`config.mk`:
```
export PLATFORM = sky130hd
export DESIGN_NAME = cmp_timer
export DESIGN_NICKNAME = d
export VERILOG_FILES = /design/src/rtl/cmp_timer.sv
export SDC_FILE = /design/constraint.sdc
export NUM_CORES = 1
export LEC_CHECK = 0
export BUFFER_PORTS_ARGS = -buffer_cell sky130_fd_sc_hd__buf_2
export CORE_ASPECT_RATIO = 0.5
export CORE_MARGIN = 2
export CORE_UTILIZATION = 43
export DETAILED_ROUTE_END_ITERATION = 10
export GPL_TIMING_DRIVEN = 0
export PLACE_DENSITY = 0.8
export SLEW_MARGIN = 20
export SYNTH_ARGS = -nofsm -noshare
export SYNTH_HDL_FRONTEND = slang
export SYNTH_SLANG_ARGS = --single-unit
```
`constraint.sdc`:
```
create_clock -name clk -period 1.7 [get_ports clk]
set_clock_uncertainty 0.15 [all_clocks]
set_input_delay 0.255 -clock clk [delete_from_list [all_inputs] [get_ports clk]]
set_output_delay 0.255 -clock clk [all_outputs]
set_load 0.005 [all_outputs]
```
`src/rtl/cmp_timer.sv`:
```
module cmp_timer #(
  parameter int CW     = 32,
  parameter int NLINES = 8,
  parameter int REVW   = 3,
  parameter logic [REVW-1:0] TRACK_REV = 1
) (
  input  logic                      clk,
  input  logic                      rst_n,
  input  logic                      tick,
  input  logic                      freeze,
  input  logic                      cnt_we,
  input  logic [CW-1:0]             cnt_wdata,
  input  logic                      cmp_we,
  input  logic [CW-1:0]             cmp_wdata,
  input  logic [REVW-1:0]           rev_code,
  input  logic [$clog2(NLINES)-1:0] line_sel,
  output logic [CW-1:0]             count_o,
  output logic [CW-1:0]             compare_o,
  output logic                      tmr_pending,
  output logic [NLINES-1:0]         irq_o
);
  localparam int SELW = $clog2(NLINES);

  logic [CW-1:0] count_q, compare_q;
  logic          irq_q, pend_q;
  logic          hit, track;

  assign hit   = !freeze && (count_q == compare_q);
  assign track = (rev_code == TRACK_REV);

  always_ff @(posedge clk) begin
    if (!rst_n) begin
      count_q <= CW'(1);
    end else if (cnt_we) begin
      count_q <= cnt_wdata;
    end else if (tick && !freeze) begin
      count_q <= count_q + CW'(1);
    end
  end

  always_ff @(posedge clk) begin
    if (!rst_n) begin
      compare_q <= '0;
      irq_q     <= 1'b0;
      pend_q    <= 1'b0;
    end else begin
      if (cmp_we) compare_q <= cmp_wdata;
      if (cmp_we)   irq_q <= 1'b0;
      else if (hit) irq_q <= 1'b1;
      if (track) begin
        if (cmp_we)   pend_q <= 1'b0;
        else if (hit) pend_q <= 1'b1;
      end
    end
  end

  assign count_o     = count_q;
  assign compare_o   = compare_q;
  assign tmr_pending = pend_q;
  assign irq_o       = irq_q ? (NLINES'(1) << line_sel) : '0;


  tick_inc_chk: assert property (@(posedge clk) disable iff (!rst_n)
    (tick && !freeze && !cnt_we) |=> (count_o == $past(count_o) + CW'(1)));

  cnt_load_chk: assert property (@(posedge clk) disable iff (!rst_n)
    cnt_we |=> (count_o == $past(cnt_wdata)));

  freeze_hold_chk: assert property (@(posedge clk) disable iff (!rst_n)
    (freeze && !cnt_we) |=> $stable(count_o));

  freeze_mask_chk: assert property (@(posedge clk) disable iff (!rst_n)
    (freeze && irq_o == '0) |=> (irq_o == '0));

  match_raise_chk: assert property (@(posedge clk) disable iff (!rst_n)
    (!freeze && !cmp_we && count_o == compare_o) |=> (irq_o != '0));

  cmp_ack_chk: assert property (@(posedge clk) disable iff (!rst_n)
    cmp_we |=> (irq_o == '0));

  pend_keep_chk: assert property (@(posedge clk) disable iff (!rst_n)
    (rev_code != TRACK_REV) |=> $stable(tmr_pending));

  one_line_chk: assert property (@(posedge clk) disable iff (!rst_n)
    $onehot0(irq_o));

  cmp_load_chk: assert property (@(posedge clk) disable iff (!rst_n)
    cmp_we |=> (compare_o == $past(cmp_wdata)));

  logic unused_sel;
  assign unused_sel = ^{SELW'(0)};
endmodule

```
==> summary.md <==
| Metric | Value |
|---|---|
| Post-synth EDFFs | 0 |
| Post-synthesis sequential area ratio | 38.6% |
| Global-route wire length before repair | 17200 µm |
| Async S/R FF share, synth | 0% |
| Placement Rows | 22 |
| Synthesized area per cell | 9.17 µm² |
| Routed len/inst | 19.6 µm |
| Combinational share of power | 17.0% |
| Htree depth | 3 |
| Pwr/cell area | 823 nW/µm² |
| Post-synth top flop | dfxtp_1 |
| Detail-routed via count per cell | 5.57 |
| DIE WIDTH | 130 µm |
| Synth Instances | 373 |
| Final Hold Fails | 0 |
| Final Cycle Share | 112% |
| Setup TNS | -1.74 ns |
| Critical Path AT | 1.99 ns |
| Initial Util | 45.5% |
| Unique masters post-synth | 34 |
| Achievable Freq | 523 MHz |
| Placed cells | 628 |
| N_diodes | 0 |
| I/O Buffers | 147 |
| Max cap viols | 0 |
| Worst-path fanout max | 3 |
| Critical Path RT | 1.78 ns |
| Routability cong. | 0.884 |
| Startpoint types | register |
| Sequential power share | 42.9% |
| Int Pwr | 3.04 mW |
| Max-slew violation count | 0 |
| Post-Layout Cell Count | 669 |
| Worst-Margin Slew | 0.753 ns |
| Largest area contributor in the netlist | dfxtp_1 |
| Share of layout cells above drive strength 1 | 42.4% |
| Clock power frac | 40.1% |
| HPWL Detailed | 7850 µm |
| Core area | 7510 µm² |
| Clk root buf | clkbuf_16 |
| Routed vias | 3723 |
| Post-Syn Area | 3420 µm² |
| Die area | 8720 µm² |
| Area contributors post-synth | dfxtp_1 (39%), mux2i_1 (9.7%), xnor2_1 (8.7%), xor2_1 (7.4%), nor2b_1 (6.2%) |
| Outcome | finished with violations |
| Leakage power | 2.33 nW |
| Slack of the critical path | -0.212 ns |
| Detailed-router iteration count before antenna repair | 5 |
| Worst Path Class, Setup | register to register |
| Unrepaired setup endpoints after global routing | true |
| Fillers | 533 |
| Worst hold path type | input port to register |
| Net Sw Frac | 27.2% |
| Die Span Y | 67.1 µm |
| Final net count | 636 |
| Synth warn | 0 |
| Vias in the first global route | 3312 |
| Failing checks | negative setup slack |
| Largest net degree at the start of global routing | 11 |
| Layout area overhead | 48.3% |
| Switching pwr | 1.13 mW |
| DR iter-0 viols | 382 |
| Min cycle time layout | 1.91 ns |
| Overflow after GRT | 0 |
| Antenna violations before repair | 0 |
| CTS Buf Count | 9 |
| DRC | 0 |
| Worst-Skew Late Latency | 0.33 ns |
| Clk sinks | 66 |
| Final ANT Viol Nets | 0 |
| Routed wire length | 13100 µm |
| CP endpoint kind | register |
| # IOs | 149 |
| Worst slew margin | 49.8% |
| CTS clock-pin slew for the worst setup and hold paths | 0.05 ns |
| Total GRT Usage | 26.6% |
| Net count after synthesis | 450 |
| CTS Buffer Depth | 2 |
| Max IR drop VDD | 0.000583 V |
| Flops & latches, synth | 66 |
| Top-area cell type share of the netlist area | 38.6% |
| Final setup fails | 27 |
| CTS tree | yes |
## synthesized netlist by cell type (all sizes together) (3+ instances only)
master  count
nand2      18
dfxtp      66
and4        3
nand3       9
nand2b      6
nor2b      34
mux2i      33
and3        7
xnor2      34
o21ai      27
inv         3
xor2       29
a21oi      23
o211a       5
buf         5
and2        6
nor4        6
nor3        5
clkbuf     16
nor2        9
nand4      21
## metrics by stage
stage	power (mW)	cell area (µm²)	hold slack [ns]	utilization [%]	worst slack [ns]
after floorplan	2.11	3440	0.204	-	-0.0242
final	4.18	5070	0.0332	67.5	-0.212
after global routing	4.31	5070	0.0307	67.5	-0.279
after global placement	2.39	4320	0.303	57.4	-0.256
after detailed placement	2.40	4320	0.309	57.4	-0.282
after CTS	4.09	4850	0.0304	64.6	-0.131
## routing by layer
layer | vias to the layer above | part of all wire (%) | GRT usage, %
li1 | 1679 | - | -
met1 | 1736 | 41 | 34.1
met2 | 239 | 44 | 43.3
met3 | 69 | 9.7 | 7.95
met4 | 0 | 5.1 | 8.60
met5 | - | 0 | 0
## final timing paths
check | from | endpoint | slack [ns] | depth (start not counted)
setup reg to reg | compare_o[5] | tmr_pending | -0.21 | 5
hold reg to reg | irq_q | irq_q | 0.39 | 2
hold / removal | cmp_wdata[10] | compare_o[10] | 0.03 | 3
setup / recovery | compare_o[5] | tmr_pending | -0.21 | 5
## power groups by stage
| stage | logic, mW | clock network, mW | registers (mW) |
|---|---|---|---|
| after detailed placement | 0.589 | 0 | 1.81 |
| final | 0.711 | 1.67 | 1.79 |
| after global routing | 0.758 | 1.75 | 1.80 |
| after CTS | 0.636 | 1.67 | 1.78 |
| after floorplan | 0.312 | 0 | 1.80 |
| after global placement | 0.580 | 0 | 1.81 |
## placed cells by master, fill, tap and decap left out, drive strengths merged
cell         synthesis  routed
and2                 6       6
o211a                5       5
or4b                 2       2
and4                 3       3
buf                  5     174
or3b                 1       1
clkbuf              16      29
nand4               21      21
xor2                29      29
mux2i               33      33
nor2                 9      10
ha                   1       1
nand2b               6       6
nand2               18      18
a21oi               23      23
nor2b               34      34
nand3                9       9
and3                 7       7
nor4                 6       6
inv                  3       3
and4b                1       1
o41ai                1       1
nand3b               2       2
xnor2               34      34
nor3                 5       5
o21ai               27      27
dfxtp               66      66
dlygate4sd3          0       5
## kinds of logic (layout without fill, tap and decap cells)
| logic type | after synthesis | after routing | share of synthesized area (%) |
|---|---|---|---|
| buffers and inverters | 24 | 211 | 3.00 |
| AOI/OAI and AO/OA | 56 | 56 | 9.04 |
| and+or+nand+nor | 130 | 131 | 23.2 |
| xor gates and xnor gates | 63 | 63 | 16.1 |
| adders and majority gates | 1 | 1 | 0.366 |
| DFF | 66 | 66 | 38.6 |
| muxes | 33 | 33 | 9.66 |
## area by class of cell
cell class | count | area (µm²) | share of cell area [%]
plain buffers | 20 | 96.3 | 1.90
repair buffers | 175 | 998 | 19.7
inverters | 3 | 11.3 | 0.222
clock buffers | 13 | 260 | 5.13
flip-flops and latches | 66 | 1380 | 27.2
multi-input cells | 284 | 2190 | 43.2
well taps | 108 | 135 | 2.66
## worst max-delay path: stages, from the launching register on
cell and delay [ns]:
dfxtp_1 0.36, xnor2_1 0.32, nand4_1 0.23, nor4_4 0.29
nand4_1 0.20, o41ai_2 0.26
## repair_timing
| action | in CTS | in global routing |
|---|---|---|
| resized for setup | 31 | 37 |
| gates cloned | 2 | 1 |
| endpoints found under the hold margin | 4 | 0 |
| setup buffers | 13 | 8 |
| endpoints found under the setup margin | 26 | 26 |
| pin swaps | 12 | 26 |
| hold buffers | 5 | 0 |
## registers in the layout (all words and copies together), names as in the netlist
| name | flops |
|---|---|
| compare_o | 32 |
| irq_q | 1 |
| tmr_pending | 1 |
| count_o | 32 |
Power figures use the tool's default switching activity.
